[src/rtl/trc_pkg.sv]
package trc_pkg;

    typedef enum logic [1:0] {
        HDR_BR_COMP = 2'b00,
        HDR_BR_SYNC = 2'b01,
        HDR_D_ADDR  = 2'b10,
        HDR_D_VAL   = 2'b11
    } hdr_e;

    typedef struct packed {
        logic take_rd;
        logic take_wr;
        logic with_addr;
        logic with_data;
    } dsel_t;

    localparam int unsigned MAX_INTERVAL = 64;

    function automatic int unsigned sync_interval(input logic [1:0] sel);
        return 32'd1 << (2 * sel);
    endfunction

    function automatic dsel_t decode_dmode(input logic [2:0] mode);
        dsel_t d;
        d = '0;
        case (mode)
            3'd1: begin d.take_rd = 1'b1; d.with_addr = 1'b1; end
            3'd2: begin d.take_wr = 1'b1; d.with_addr = 1'b1; end
            3'd3: begin d.take_rd = 1'b1; d.take_wr = 1'b1; d.with_addr = 1'b1; end
            3'd4: begin d.take_rd = 1'b1; d.with_data = 1'b1; end
            3'd5: begin d.take_rd = 1'b1; d.with_addr = 1'b1; d.with_data = 1'b1; end
            3'd6: begin d.take_wr = 1'b1; d.with_addr = 1'b1; d.with_data = 1'b1; end
            3'd7: begin
                d.take_rd = 1'b1; d.take_wr = 1'b1;
                d.with_addr = 1'b1; d.with_data = 1'b1;
            end
            default: d = '0;
        endcase
        return d;
    endfunction

endpackage

[src/rtl/trc_collect.sv]
module trc_collect (
    input  logic clk,
    input  logic rst,
    input  logic trig_on,
    input  logic trig_off,
    output logic coll_on,
    output logic turn_on
);
    logic coll_q;

    assign turn_on = !coll_q && trig_on && !trig_off;
    assign coll_on = coll_q;

    always_ff @(posedge clk) begin
        if (rst)
            coll_q <= 1'b0;
        else if (trig_off)
            coll_q <= 1'b0;
        else if (trig_on)
            coll_q <= 1'b1;
    end

    // off pulse always wins
    a_r6_off_wins: assert property (@(posedge clk) disable iff (rst)
        trig_off |=> !coll_on);
    // a lone on pulse opens the window
    a_r6_on_sets: assert property (@(posedge clk) disable iff (rst)
        (trig_on && !trig_off) |=> coll_on);

endmodule

[src/rtl/trc_sync_ctrl.sv]
module trc_sync_ctrl
    import trc_pkg::*;
(
    input  logic       clk,
    input  logic       rst,
    input  logic [1:0] sync_sel,
    input  logic       restart,
    input  logic       drop,
    input  logic       emit,
    output logic       is_sync
);
    localparam int CNT_W = $clog2(MAX_INTERVAL + 1);

    logic [CNT_W-1:0] cnt_q;
    logic             force_q;
    logic [CNT_W:0]   limit;

    assign limit   = (CNT_W+1)'(sync_interval(sync_sel));
    assign is_sync = force_q || ({1'b0, cnt_q} >= limit);

    always_ff @(posedge clk) begin
        if (rst) begin
            cnt_q   <= '0;
            force_q <= 1'b1;
        end else begin
            if (emit)
                cnt_q <= is_sync ? CNT_W'(1) : cnt_q + CNT_W'(1);
            if (emit && is_sync)
                force_q <= 1'b0;
            if (restart || drop)
                force_q <= 1'b1;
        end
    end

    // interval of one gives only sync messages
    a_r4_all_sync: assert property (@(posedge clk) disable iff (rst)
        (emit && sync_sel == 2'd0) |-> is_sync);
    // a restart makes the next cycle's branch a sync one
    a_r5_restart_sync: assert property (@(posedge clk) disable iff (rst)
        restart |=> (emit |-> is_sync));
    // a loss forces resynchronisation next cycle
    a_r11_drop_resync: assert property (@(posedge clk) disable iff (rst)
        drop |=> is_sync);
    // counter never exceeds the longest interval
    a_r3_cnt_bound: assert property (@(posedge clk) disable iff (rst)
        cnt_q <= CNT_W'(MAX_INTERVAL));

endmodule

[src/rtl/trc_data_filter.sv]
module trc_data_filter
    import trc_pkg::*;
#(
    parameter int ADDR_W = 32,
    parameter int DATA_W = 32
) (
    input  logic [2:0]        mode,
    input  logic              coll_on,
    input  logic              da_valid,
    input  logic              da_write,
    input  logic              da_single,
    input  logic [ADDR_W-1:0] da_addr,
    input  logic [DATA_W-1:0] da_data,
    output logic              want,
    output hdr_e              hdr,
    output logic [ADDR_W-1:0] addr,
    output logic [DATA_W-1:0] data
);
    dsel_t sel;
    logic  dir_ok;

    always_comb begin
        sel    = decode_dmode(mode);
        dir_ok = da_write ? sel.take_wr : sel.take_rd;
        want   = da_valid && dir_ok && (coll_on || da_single);
        hdr    = sel.with_data ? HDR_D_VAL : HDR_D_ADDR;
        addr   = sel.with_addr ? da_addr : '0;
        data   = sel.with_data ? da_data : '0;
    end

endmodule

[src/rtl/trc_out_stage.sv]
module trc_out_stage
    import trc_pkg::*;
#(
    parameter int ADDR_W = 32,
    parameter int DATA_W = 32,
    parameter int CMP_W  = 8
) (
    input  logic              clk,
    input  logic              rst,
    input  logic              br_want,
    input  logic              br_sync,
    input  logic [ADDR_W-1:0] br_addr,
    input  logic              da_want,
    input  hdr_e              da_hdr,
    input  logic              da_dir,
    input  logic [ADDR_W-1:0] da_addr,
    input  logic [DATA_W-1:0] da_data,
    input  logic              msg_ready,
    output logic              msg_valid,
    output hdr_e              msg_hdr,
    output logic              msg_dir,
    output logic [ADDR_W-1:0] msg_addr,
    output logic [DATA_W-1:0] msg_data,
    output logic              br_emit,
    output logic              drop,
    output logic              ovf
);
    localparam logic [ADDR_W-1:0] CMP_MASK = {{(ADDR_W-CMP_W){1'b0}}, {CMP_W{1'b1}}};

    logic slot_free;
    logic any_want;

    assign slot_free = !msg_valid || msg_ready;
    assign any_want  = br_want || da_want;
    assign br_emit   = br_want && slot_free;
    assign drop      = (any_want && !slot_free) || (br_want && da_want);

    always_ff @(posedge clk) begin
        if (rst) begin
            msg_valid <= 1'b0;
            msg_hdr   <= HDR_BR_COMP;
            msg_dir   <= 1'b0;
            msg_addr  <= '0;
            msg_data  <= '0;
            ovf       <= 1'b0;
        end else begin
            if (any_want && slot_free) begin
                msg_valid <= 1'b1;
                if (br_want) begin
                    msg_hdr  <= br_sync ? HDR_BR_SYNC : HDR_BR_COMP;
                    msg_dir  <= 1'b0;
                    msg_addr <= br_sync ? br_addr : (br_addr & CMP_MASK);
                    msg_data <= '0;
                end else begin
                    msg_hdr  <= da_hdr;
                    msg_dir  <= da_dir;
                    msg_addr <= da_addr;
                    msg_data <= da_data;
                end
            end else if (msg_ready) begin
                msg_valid <= 1'b0;
            end
            if (drop)
                ovf <= 1'b1;
        end
    end

    // a stalled message holds still
    a_r10_hold: assert property (@(posedge clk) disable iff (rst)
        (msg_valid && !msg_ready) |=> (msg_valid && $stable(msg_addr)
                                       && $stable(msg_hdr) && $stable(msg_data)));
    // overflow is sticky
    a_r11_ovf_sticky: assert property (@(posedge clk) disable iff (rst)
        ovf |=> ovf);
    // a collision always yields the branch message
    a_r12_branch_first: assert property (@(posedge clk) disable iff (rst)
        (br_want && da_want && slot_free) |=> (msg_hdr == HDR_BR_COMP || msg_hdr == HDR_BR_SYNC));

endmodule

[src/rtl/trace_msg_filter.sv]
module trace_msg_filter
    import trc_pkg::*;
#(
    parameter int ADDR_W = 32,
    parameter int DATA_W = 32,
    parameter int CMP_W  = 8
) (
    input  logic              clk,
    input  logic              rst,
    input  logic              cfg_branch_en,
    input  logic [1:0]        cfg_sync_sel,
    input  logic [2:0]        cfg_dmode,
    input  logic              trig_on,
    input  logic              trig_off,
    input  logic              br_valid,
    input  logic [ADDR_W-1:0] br_addr,
    input  logic              da_valid,
    input  logic              da_write,
    input  logic              da_single,
    input  logic [ADDR_W-1:0] da_addr,
    input  logic [DATA_W-1:0] da_data,
    input  logic              msg_ready,
    output logic              msg_valid,
    output logic [1:0]        msg_hdr,
    output logic              msg_dir,
    output logic [ADDR_W-1:0] msg_addr,
    output logic [DATA_W-1:0] msg_data,
    output logic              ovf
);
    logic              coll_on, turn_on;
    logic              br_want, br_sync, br_emit, drop;
    logic              da_want;
    hdr_e              da_hdr, out_hdr;
    logic [ADDR_W-1:0] f_addr;
    logic [DATA_W-1:0] f_data;

    assign br_want = br_valid && cfg_branch_en && coll_on;
    assign msg_hdr = out_hdr;

    trc_collect u_collect (
        .clk      (clk),
        .rst      (rst),
        .trig_on  (trig_on),
        .trig_off (trig_off),
        .coll_on  (coll_on),
        .turn_on  (turn_on)
    );

    trc_sync_ctrl u_sync (
        .clk      (clk),
        .rst      (rst),
        .sync_sel (cfg_sync_sel),
        .restart  (turn_on),
        .drop     (drop),
        .emit     (br_emit),
        .is_sync  (br_sync)
    );

    trc_data_filter #(.ADDR_W(ADDR_W), .DATA_W(DATA_W)) u_filter (
        .mode      (cfg_dmode),
        .coll_on   (coll_on),
        .da_valid  (da_valid),
        .da_write  (da_write),
        .da_single (da_single),
        .da_addr   (da_addr),
        .da_data   (da_data),
        .want      (da_want),
        .hdr       (da_hdr),
        .addr      (f_addr),
        .data      (f_data)
    );

    trc_out_stage #(.ADDR_W(ADDR_W), .DATA_W(DATA_W), .CMP_W(CMP_W)) u_out (
        .clk       (clk),
        .rst       (rst),
        .br_want   (br_want),
        .br_sync   (br_sync),
        .br_addr   (br_addr),
        .da_want   (da_want),
        .da_hdr    (da_hdr),
        .da_dir    (da_write),
        .da_addr   (f_addr),
        .da_data   (f_data),
        .msg_ready (msg_ready),
        .msg_valid (msg_valid),
        .msg_hdr   (out_hdr),
        .msg_dir   (msg_dir),
        .msg_addr  (msg_addr),
        .msg_data  (msg_data),
        .br_emit   (br_emit),
        .drop      (drop),
        .ovf       (ovf)
    );

    // branch messages need the enable bit
    a_r1_branch_gate: assert property (@(posedge clk) disable iff (rst)
        !cfg_branch_en |-> !br_emit);
    // with collection off, only strobed accesses reach the output
    a_r9_off_strobe: assert property (@(posedge clk) disable iff (rst)
        (!coll_on && da_valid && !da_single && !br_want && !msg_valid) |=> !msg_valid);

endmodule

[config.mk]
export PLATFORM = sky130hd
export DESIGN_NAME = trace_msg_filter
export DESIGN_NICKNAME = d
export VERILOG_FILES = /design/src/rtl/trc_pkg.sv /design/src/rtl/trc_collect.sv /design/src/rtl/trc_sync_ctrl.sv /design/src/rtl/trc_data_filter.sv /design/src/rtl/trc_out_stage.sv /design/src/rtl/trace_msg_filter.sv
export SDC_FILE = /design/constraint.sdc
export NUM_CORES = 1
export LEC_CHECK = 0
export BUFFER_PORTS_ARGS = -buffer_cell sky130_fd_sc_hd__clkbuf_2
export CAP_MARGIN = 30
export CORE_ASPECT_RATIO = 2
export CORE_MARGIN = 2
export CORE_UTILIZATION = 35
export CTS_BUF_LIST = sky130_fd_sc_hd__clkbuf_4 sky130_fd_sc_hd__clkbuf_8
export DETAILED_ROUTE_END_ITERATION = 10
export GPL_ROUTABILITY_DRIVEN = 0
export PLACE_DENSITY_LB_ADDON = 0.08
export REMOVE_ABC_BUFFERS = 1
export SYNTH_ARGS = -nofsm -noshare
export SYNTH_HDL_FRONTEND = slang
export SYNTH_SLANG_ARGS = --single-unit
[constraint.sdc]
create_clock -name clk -period 1.8 [get_ports clk]
set_input_delay 0.09 -clock clk [delete_from_list [all_inputs] [get_ports clk]]
set_output_delay 0.09 -clock clk [all_outputs]
set_load 0.01 [all_outputs]
==> impl_results.rst <==
.. list-table::
   :header-rows: 1

   * - Metric
     - Value
   * - Final routed DRC violation total
     - 0
   * - Total detailed-routing wirelength
     - 11700 µm
   * - Cell chain of the critical path
     - inv_2 > ha_4 > nor4_2 > and2_1 > o311a_1 > nor3_4 > buf_6 > a221o_1
   * - Critical path peak fanout
     - 8
   * - Peak supply drop
     - a little under 0.0004 V
   * - Synth Instances
     - 394
   * - Clock net sink count
     - 78
   * - Largest buffer count on any clock path
     - 2
   * - Arrival time of data at the critical path endpoint
     - 2.12 ns
   * - Buf+Inv Stages, Crit Path
     - 2
   * - Stage delay of the slowest cell on the critical path
     - 0.35 ns
   * - Area of the multi-input gates
     - between 0.0015 and 0.002 mm²
   * - Failing checks
     - setup timing
   * - Global-route congestion overflow total
     - 0
   * - Area growth from synthesis to layout
     - 75.8%
   * - Final total negative setup slack
     - -0.377 ns
   * - Maximum number of pins on one net before global-route repair
     - 60
   * - Average detailed-routed wire length per instance
     - roughly 15 µm
   * - Nature of the critical path startpoint
     - register
   * - Net count reported at finish
     - 789
   * - Cell Pwr Density
     - 731 mW/mm²
   * - Chip Height
     - about 140 µm
   * - Post-detailed-route count of antenna-violating nets
     - 0
   * - Total routing usage reported by global routing
     - 0.214
   * - Non-filler instance count after layout
     - 779
   * - Final cycle utilization of the critical path
     - 1.02
   * - Run status
     - complete, but fails checks
   * - Starting utilization of the core area
     - 0.360
   * - Required time reported for the critical path endpoint
     - 2.09 ns
   * - Vias
     - roughly 3900
   * - Root cell of the clock tree
     - clkbuf_8
   * - Insertion delay to the later sink of the worst-skew pair
     - 0.35 ns
   * - Number of port buffers
     - between 150 and 200
   * - Combined flip-flop and latch cell area
     - 0.00156 mm²
   * - Top cells by area, synth
     - dfxtp_1 (48%), nand3_1 (8.2%), a221o_1 (6.2%), a21oi_1 (5.4%), nand2_1 (5.3%)
   * - Max Transition Viols Final
     - 0
   * - Number of synthesized register bits
     - 78
   * - Number of enable flip-flop cells after synthesis
     - 0
   * - Number of cell rows
     - 49
   * - Count of maximum capacitance violations
     - 0
   * - Transition time at the pin with the least slew margin
     - 0.524 ns
   * - Most numerous cell types in the synthesized netlist
     - dfxtp_1 (78), nand3_1 (53), nand2_1 (46)
   * - Final worst clock skew
     - about 0.012 ns
   * - Number of H-tree branching levels
     - 3
   * - Fill count
     - around 780
   * - RSZ-0062 raised after global routing
     - yes
   * - Placed Cells incl. Taps
     - ~680
   * - CTS Buf Count
     - 9
   * - Async S/R FF share, synth
     - 0
   * - Fraction of post-synthesis cell area in the top cell type by area
     - 0.481
   * - Endpoints failing hold
     - 0
   * - Synth warn
     - 0
   * - Initial antenna violation count
     - 0
   * - CP max-delay cell
     - o311a_1
   * - Number of setup violations in the final report
     - 17
   * - Mean instance size in the synthesized netlist
     - 8.23 µm²
   * - Core footprint
     - 0.00901 mm²
   * - Leak Pwr
     - 0.00266 µW
   * - Family with the most delay on the worst path
     - compound AO/OA/AOI/OAI gates
   * - Maximum clock frequency
     - 545 MHz
   * - Critical path capture point type
     - register
   * - Post-synth top area cell
     - dfxtp_1
   * - First-pass GRT wire length
     - 17100 µm
   * - Clock tree from TritonCTS
     - built
   * - Die area
     - 0.0101 mm²
   * - Post-synth top flop
     - dfxtp_1
   * - Most instantiated library cell after synthesis
     - dfxtp_1
   * - Register clock-pin slew on the reported worst setup and hold paths
     - 0.08 ns
   * - Total I/O pin count
     - between 150 and 200
   * - Cell Area, Synth
     - 0.00324 mm²
   * - Avg Vias per Cell
     - 4.98
   * - Half-perimeter wire length after placement
     - 7290 µm
   * - Fraction of final layout cells with drive strength greater than 1
     - 0.372
   * - Classification of the worst setup path
     - register to register
   * - Starting DRC count in detailed routing
     - roughly 150
   * - Slew headroom
     - 0.651
   * - First-pass iteration count of the detailed router
     - 4
   * - Post-route worst hold slack
     - 0.0219 ns
   * - Number of antenna cells inserted
     - 0
   * - Die Span X
     - 72.1 µm
   * - Worst path setup slack after routing
     - -0.0351 ns
   * - Proportion of synthesized chip area in sequential cells
     - 0.481
   * - Count of unique library cells instantiated by Yosys
     - 34
   * - Final critical-path required period
     - 1.84 ns
   * - HP Class
     - input port to register
   * - Vias in the first global route
     - 3773
[cell type report]
cell class | count | share of cell area
Timing Repair Buffer | 299 | 0.378
Inverter | 22 | 0.0145
Multi-Input combinational cell | 263 | 0.270
Sequential cell | 78 | 0.274
Tap cell | 102 | 0.0224
Clock buffer | 9 | 0.0217
Clock inverter | 6 | 0.0195
[cell families (layout without fill, tap and decap cells)]
family | Yosys count | after routing | share of synthesized area
AOI/OAI and AO/OA | 82 | 82 | 0.184
DFF | 78 | 78 | 0.481
adders and majority gates | 5 | 5 | 0.0193
buffers and inverters | 53 | 336 | 0.0671
and+or+nand+nor | 172 | 172 | 0.238
xor gates and xnor gates | 4 | 4 | 0.0108
[worst register-to-register path, stage by stage, from the launching register on]
cell and delay [ns]:
dfxtp_2 0.34, inv_2 0.05, ha_4 0.25, nor4_2 0.03, and2_1 0.16, o311a_1 0.35
nor3_4 0.26, buf_6 0.19, a221o_1 0.15
[cells in the final DEF, fill, tap and decap left out, types with 20 or more instances in the layout]
| cell type | netlist | layout |
|---|---|---|
| a21oi_1 | 35 | 31 |
| a221o_1 | 20 | 20 |
| buf_4 | 2 | 26 |
| clkbuf_2 | 0 | 178 |
| dfxtp_1 | 78 | 76 |
| dlygate4sd3_1 | 0 | 78 |
| inv_1 | 22 | 21 |
| nand2_1 | 46 | 46 |
| nand3_1 | 53 | 53 |
| nor2_1 | 45 | 43 |
[state kept, by name (all words and copies together), names as in the netlist]
name and cells:
u_collect.coll_on 1, u_out.msg_addr 32, u_out.msg_data 32, u_out.msg_dir 1, u_out.msg_hdr 2, u_out.msg_valid 1, u_out.ovf 1, u_sync.cnt_q 7
u_sync.force_q 1
[metrics by stage]
stage	total power [µW]	cell area, µm²	utilization	setup slack (ns)
2_1_floorplan	2110	3110	-	-0.863
3_3_place_gp	2440	4440	0.492	-0.680
3_5_place_dp	2450	4450	0.494	-0.204
4_1_cts	4130	5510	0.612	-0.0555
5_1_grt	4360	5700	0.633	-0.139
6_report	4170	5700	0.633	-0.0351
[what timing repair did]
| item | CTS | global route |
|---|---|---|
| pin swaps | 25 | 14 |
| resized for setup | 7 | 14 |
| endpoints found under the hold margin | 66 | 0 |
| setup endpoints to repair | 25 | 54 |
| hold buffers | 78 | 0 |
| setup buffers | 2 | 2 |
| cloned | 1 | 6 |
[layer usage]
layer	routed length, µm	GRT usage
met5	0	0
met4	244	0.0755
met3	760	0.0568
met2	6610	0.412
met1	4060	0.207
[power by group]
group / total, µW / switching [µW] / internal, µW
combinational: 776 / 355 / 420
clock: 1550 / 638 / 913
sequential: 1840 / 41.0 / 1800
total: 4170 / 1030 / 3140
[final timing paths]
kind,slack (ns),from,cells past startpoint,endpoint
max,-0.04,u_sync.cnt_q[0]$_SDFFE_PP0P_,8,u_out.msg_addr[19]$_SDFFE_PP0P_
max reg2reg,-0.04,u_sync.cnt_q[0]$_SDFFE_PP0P_,8,u_out.msg_addr[19]$_SDFFE_PP0P_
min,0.02,da_addr[0],3,u_out.msg_addr[0]$_SDFFE_PP0P_
min reg2reg,0.45,u_out.msg_data[5]$_SDFFE_PP0P_,2,u_out.msg_data[5]$_SDFFE_PP0P_
(Power assumes the default switching activity.)
